<file path="src/rtl/nirq_pkg.sv">
package nirq_pkg;
    typedef enum logic [1:0] {
        ST_IDLE  = 2'd0,
        ST_OFFER = 2'd1
    } nirq_state_t;
endpackage

</file>
<file path="src/rtl/nirq_pend_latch.sv">
module nirq_pend_latch #(
    parameter int N = 8
) (
    input  logic         clk,
    input  logic         rst_n,
    input  logic [N-1:0] req,
    input  logic [N-1:0] clr,
    input  logic [N-1:0] take,
    output logic [N-1:0] pend
);
    logic [N-1:0] pend_q;

    // A fresh request always wins over any clear in the same cycle.
    always_ff @(posedge clk or negedge rst_n) begin
        if (!rst_n) pend_q <= '0;
        else        pend_q <= (pend_q & ~clr & ~take) | req;
    end

    assign pend = pend_q;
endmodule

</file>
<file path="src/rtl/nirq_prio_pick.sv">
module nirq_prio_pick #(
    parameter int N  = 8,
    parameter int VW = (N > 1) ? $clog2(N) : 1
) (
    input  logic [N-1:0]  bits,
    output logic          any,
    output logic [VW-1:0] idx
);
    always_comb begin
        idx = '0;
        for (int i = N - 1; i >= 0; i--) begin
            if (bits[i]) idx = VW'(i);
        end
    end

    assign any = |bits;
endmodule

</file>
<file path="src/rtl/nirq_inserv_stack.sv">
module nirq_inserv_stack #(
    parameter int N = 8
) (
    input  logic         clk,
    input  logic         rst_n,
    input  logic         pop,
    input  logic [N-1:0] push,
    output logic [N-1:0] ptr
);
    logic [N-1:0] ptr_q;
    logic [N-1:0] popped;

    // Clearing the lowest set bit removes the innermost nesting level.
    assign popped = pop ? (ptr_q & (ptr_q - {{(N-1){1'b0}}, 1'b1})) : ptr_q;

    always_ff @(posedge clk or negedge rst_n) begin
        if (!rst_n) ptr_q <= '0;
        else        ptr_q <= popped | push;
    end

    assign ptr = ptr_q;
endmodule

</file>
<file path="src/rtl/nirq_seq_fsm.sv">
module nirq_seq_fsm
    import nirq_pkg::*;
#(
    parameter int N  = 8,
    parameter int VW = (N > 1) ? $clog2(N) : 1
) (
    input  logic          clk,
    input  logic          rst_n,
    input  logic [N-1:0]  elig,
    input  logic          cand_any,
    input  logic [VW-1:0] cand_idx,
    input  logic          busy,
    input  logic [VW-1:0] top_idx,
    input  logic          nest_en,
    input  logic          irq_ack,
    output logic          irq_valid,
    output logic [VW-1:0] irq_vector,
    output logic [N-1:0]  take
);
    nirq_state_t state_q, state_d;
    logic [VW-1:0] vec_q;
    logic          grant;
    logic          still_ok;

    assign grant    = cand_any && (!busy || (nest_en && (cand_idx < top_idx)));
    assign still_ok = elig[vec_q];

    always_comb begin
        state_d = state_q;
        unique case (state_q)
            ST_IDLE:  if (grant) state_d = ST_OFFER;
            ST_OFFER: if (irq_ack || !still_ok) state_d = ST_IDLE;
            default:  state_d = ST_IDLE;
        endcase
    end

    always_ff @(posedge clk or negedge rst_n) begin
        if (!rst_n) state_q <= ST_IDLE;
        else        state_q <= state_d;
    end

    always_ff @(posedge clk or negedge rst_n) begin
        if (!rst_n)                            vec_q <= '0;
        else if (state_q == ST_IDLE && grant)  vec_q <= cand_idx;
    end

    always_comb begin
        irq_valid  = (state_q == ST_OFFER);
        irq_vector = vec_q;
        take       = '0;
        if (state_q == ST_OFFER && irq_ack) take = {{(N-1){1'b0}}, 1'b1} << vec_q;
    end
endmodule

</file>
<file path="src/rtl/nest_irq_ctrl.sv">
module nest_irq_ctrl #(
    parameter int N  = 8,
    parameter int VW = (N > 1) ? $clog2(N) : 1
) (
    input  logic          clk,
    input  logic          rst_n,
    input  logic [N-1:0]  irq_req,
    input  logic [N-1:0]  sw_clr,
    input  logic [N-1:0]  perm_mask,
    input  logic          nest_en,
    input  logic          irq_ack,
    input  logic          irq_rfi,
    output logic          irq_valid,
    output logic [VW-1:0] irq_vector,
    output logic [N-1:0]  pending,
    output logic [N-1:0]  in_service
);
    logic [N-1:0]  take;
    logic [N-1:0]  elig;
    logic          cand_any;
    logic [VW-1:0] cand_idx;
    logic          busy;
    logic [VW-1:0] top_idx;

    assign elig = pending & perm_mask;

    nirq_pend_latch #(.N(N)) u_pend (
        .clk  (clk),
        .rst_n(rst_n),
        .req  (irq_req),
        .clr  (sw_clr),
        .take (take),
        .pend (pending)
    );

    nirq_prio_pick #(.N(N), .VW(VW)) u_pick_cand (
        .bits(elig),
        .any (cand_any),
        .idx (cand_idx)
    );

    nirq_prio_pick #(.N(N), .VW(VW)) u_pick_top (
        .bits(in_service),
        .any (busy),
        .idx (top_idx)
    );

    nirq_inserv_stack #(.N(N)) u_stack (
        .clk  (clk),
        .rst_n(rst_n),
        .pop  (irq_rfi),
        .push (take),
        .ptr  (in_service)
    );

    nirq_seq_fsm #(.N(N), .VW(VW)) u_fsm (
        .clk       (clk),
        .rst_n     (rst_n),
        .elig      (elig),
        .cand_any  (cand_any),
        .cand_idx  (cand_idx),
        .busy      (busy),
        .top_idx   (top_idx),
        .nest_en   (nest_en),
        .irq_ack   (irq_ack),
        .irq_valid (irq_valid),
        .irq_vector(irq_vector),
        .take      (take)
    );
endmodule

</file>
<file path="config.mk">
export PLATFORM = sky130hd
export DESIGN_NAME = nest_irq_ctrl
export DESIGN_NICKNAME = d
export VERILOG_FILES = /design/src/rtl/nirq_pkg.sv /design/src/rtl/nirq_pend_latch.sv /design/src/rtl/nirq_prio_pick.sv /design/src/rtl/nirq_inserv_stack.sv /design/src/rtl/nirq_seq_fsm.sv /design/src/rtl/nest_irq_ctrl.sv
export SDC_FILE = /design/constraint.sdc
export NUM_CORES = 1
export LEC_CHECK = 0
export ABC_AREA = 0
export BUFFER_PORTS_ARGS = -buffer_cell sky130_fd_sc_hd__buf_2
export CAP_MARGIN = 5
export CORE_MARGIN = 2
export CORE_UTILIZATION = 25
export CTS_CLUSTER_DIAMETER = 100
export DETAILED_ROUTE_END_ITERATION = 8
export PLACE_DENSITY_LB_ADDON = 0.3
export SLEW_MARGIN = 0
export SYNTH_ARGS = -nofsm -noshare
export SYNTH_HDL_FRONTEND = slang
export SYNTH_SLANG_ARGS = --single-unit
</file>
<file path="constraint.sdc">
create_clock -name clk -period 7.5 [get_ports clk]
set_clock_uncertainty 0.1 [all_clocks]
set_input_delay 1.5 -clock clk [delete_from_list [all_inputs] [get_ports clk]]
set_output_delay 1.5 -clock clk [all_outputs]
set_load 0.05 [all_outputs]
</file>
==> metrics.txt <==
Pint=282.3 uW; initial antenna violation count=0; cts repair resizes=0; Slew HR=68.89%; Post-CTS Setup Bufs=0; vias in the first global route=1,093; Routed WL per cell=13.76 um; outcome=finished, final reports clean; min-delay worst type=reg -> reg; Worst EP required=7.55 ns; Vias/cell=4.881; Initial Util=26.28%; Net Sw Frac=48.78%; Crit Path Max Fanout=4; VDD IR max=0.0002303 V; IO Count=49; Synth Warn #=0; Antenna diodes=0; DIE AREA=5168 um2; Hold-fix buffers, CTS=0; minimum clock period=3.490 ns; Tot GR Track Use=12.83%; sequential group share of total power=31.8%; crit path max-delay cell type=a21boi_0; final instance area=1509 um2; Final Max Slew Viols=0; sinks on the clock net=20; final period utilization=46.54%; NumNets Final=207; largest net degree at the start of global routing=21; EDFF count, synth=0; final hold viol count=0; dpl hpwl=2522 um; P_sw=268.9 uW; crit path kind=in -> reg; Residual DRC=0; depth of the CTS H-tree=1; Final Setup Violations=0; final global-route overflow total=0; fraction of layout cells with a size suffix above 1=36.57%; combinational power share=52.8%; sequential fraction of the synthesis area=43.43%; Slew @ Worst Pin=0.4624 ns; RePlAce Congestion=0.8269; Port Buf Inserts=48; area grow syn2layout=30.94%; Pwr Total=551.3 uW; max frequency=0.2865 GHz; DIE WIDTH=71.89 um; num rows=24; cell count after synthesis=124; post-route ant nets=0; Via Count=1,108; first-pass GRT wire length=5126 um; async set-reset flop share out of synthesis=100.0%; Mapped Area=1152 um2; CP peak stage delay=0.44 ns; leak pwr=0.7959 nW; Post-Syn Nets=155; commonest non-fill, non-tap cells in the layout=buf_2 (48), nand2_1 (32), dfrtp_1 (20); most common cell after layout, fill and taps aside=buf_2; TritonCTS clock tree=yes; Num CTS Buffers=3; final wirelength=3124 um; core area=4384 um2; setup_tns=0 ns; Clk pwr share=15.5%; Root Buffer=clkbuf_8; PwrDens=365.3 nW/um2; RSZ-0062 raised after global routing=false; maxcap violations=0; clock slew at reported path FFs=0.08 ns; Skew-Pair Late Insertion Delay=0.27 ns; Avg Inst Size Synth=9.293 um2; Worst setup EP type=flop; First-pass DRT Iterations=4; crit path cell chain=buf_2 -> a22oi_2 -> nand3_1 -> nor2_1 -> ha_1 -> a211oi_2 -> a21boi_0 -> o31ai_4 -> mux2_4; worst-case clock buffer depth=2; Synth cell types=36; Main synth FF type=dfrtp_1; Yosys reg bits=20; crit path DAT=3.54 ns; CP Launch Type=primary input; DR iter-0 viols=35; Die Height=71.89 um; placed cell areas=1454 um2
## critical path: cells and delay by family
| family | cells | cell delay (ns) |
|---|---|---|
| buf+inv | 1 | 0.11 |
| fa+ha+maj | 1 | 0.28 |
| compound gates | 4 | 1.09 |
| mux | 1 | 0.31 |
| simple gates | 2 | 0.25 |
## registers in the layout, indices dropped and copies added, names as in the netlist
| register | cells |
|---|---|
| u_fsm.irq_vector | 3 |
| u_pend.pend | 8 |
| u_fsm.state_q | 1 |
| u_stack.ptr | 8 |
## cell families after synthesis
logic type | Yosys count | share of synthesized area, %
fa+ha+maj | 2 | 2.171
compound gates | 28 | 20.20
mux | 5 | 7.709
simple gates | 55 | 21.93
flops | 20 | 43.43
buf+inv | 14 | 4.559
## power groups by stage
stage / sequential (mW) / combinational (mW) / clock (mW)
floorplan: 0.251 / 0.146 / 0
global placement: 0.178 / 0.289 / 0
detailed placement: 0.177 / 0.290 / 0
CTS: 0.175 / 0.292 / 0.0873
global route: 0.181 / 0.312 / 0.0927
finish: 0.175 / 0.291 / 0.0852
## per-layer routing
| metal | GRT usage, % | wire (um) |
|---|---|---|
| met2 | 20.99 | 1470 |
| met5 | 0 | 0 |
| met3 | 1.944 | 133 |
| met1 | 17.40 | 1474 |
| met4 | 4.403 | 45 |
## final cells by class
type                       count  area, um2
timing repair buffer          48      240.2
multi-input combinational     90      599.3
sequential                    20      500.5
tap                           52      65.06
fill                         474       2875
inverter                      13      48.80
clock buffer                   4      55.05
## cell usage after synthesis, types with 2 or more instances
master   instances  area, um2
a21oi_1          2      10.01
inv_1           12      45.04
ha_1             2      25.02
nor2_1           7      26.28
o31ai_1          2      15.01
mux2_4           2      30.03
o21ai_1          3      15.01
nand3_1          5      25.02
and3_1           2      12.51
o21ai_0          3      15.01
a31o_1           8      70.07
dfrtp_1         20      500.5
nand2_1         32      120.1
nor2b_1          2      12.51
## per-stage QoR
step	instances	worst slack (ns)	hold WS [ns]	util, %
after floorplan	124	4.093	0.6759	-
after global placement	223	3.879	0.4222	33.16
after detailed placement	223	3.782	0.4160	33.16
after CTS	227	4.022	0.4402	34.42
after global routing	227	3.910	0.4685	34.42
final	227	4.010	0.4403	34.42
## final timing paths
kind	end	start	cells past startpoint	slack, ns
worst max-delay path	u_fsm.irq_vector[1]	perm_mask[2]	9	4.01
worst min-delay path	u_pend.pend[4]	u_pend.pend[4]	1	0.44
worst max register to register	u_fsm.irq_vector[1]	u_stack.ptr[2]	7	4.78
worst min register to register	u_pend.pend[4]	u_pend.pend[4]	1	0.44
max in group asynchronous	u_pend.pend[3]	rst_n	1	5.90
min in group asynchronous	u_pend.pend[2]	rst_n	1	1.07
No activity file was read; power rests on OpenSTA's default activity.
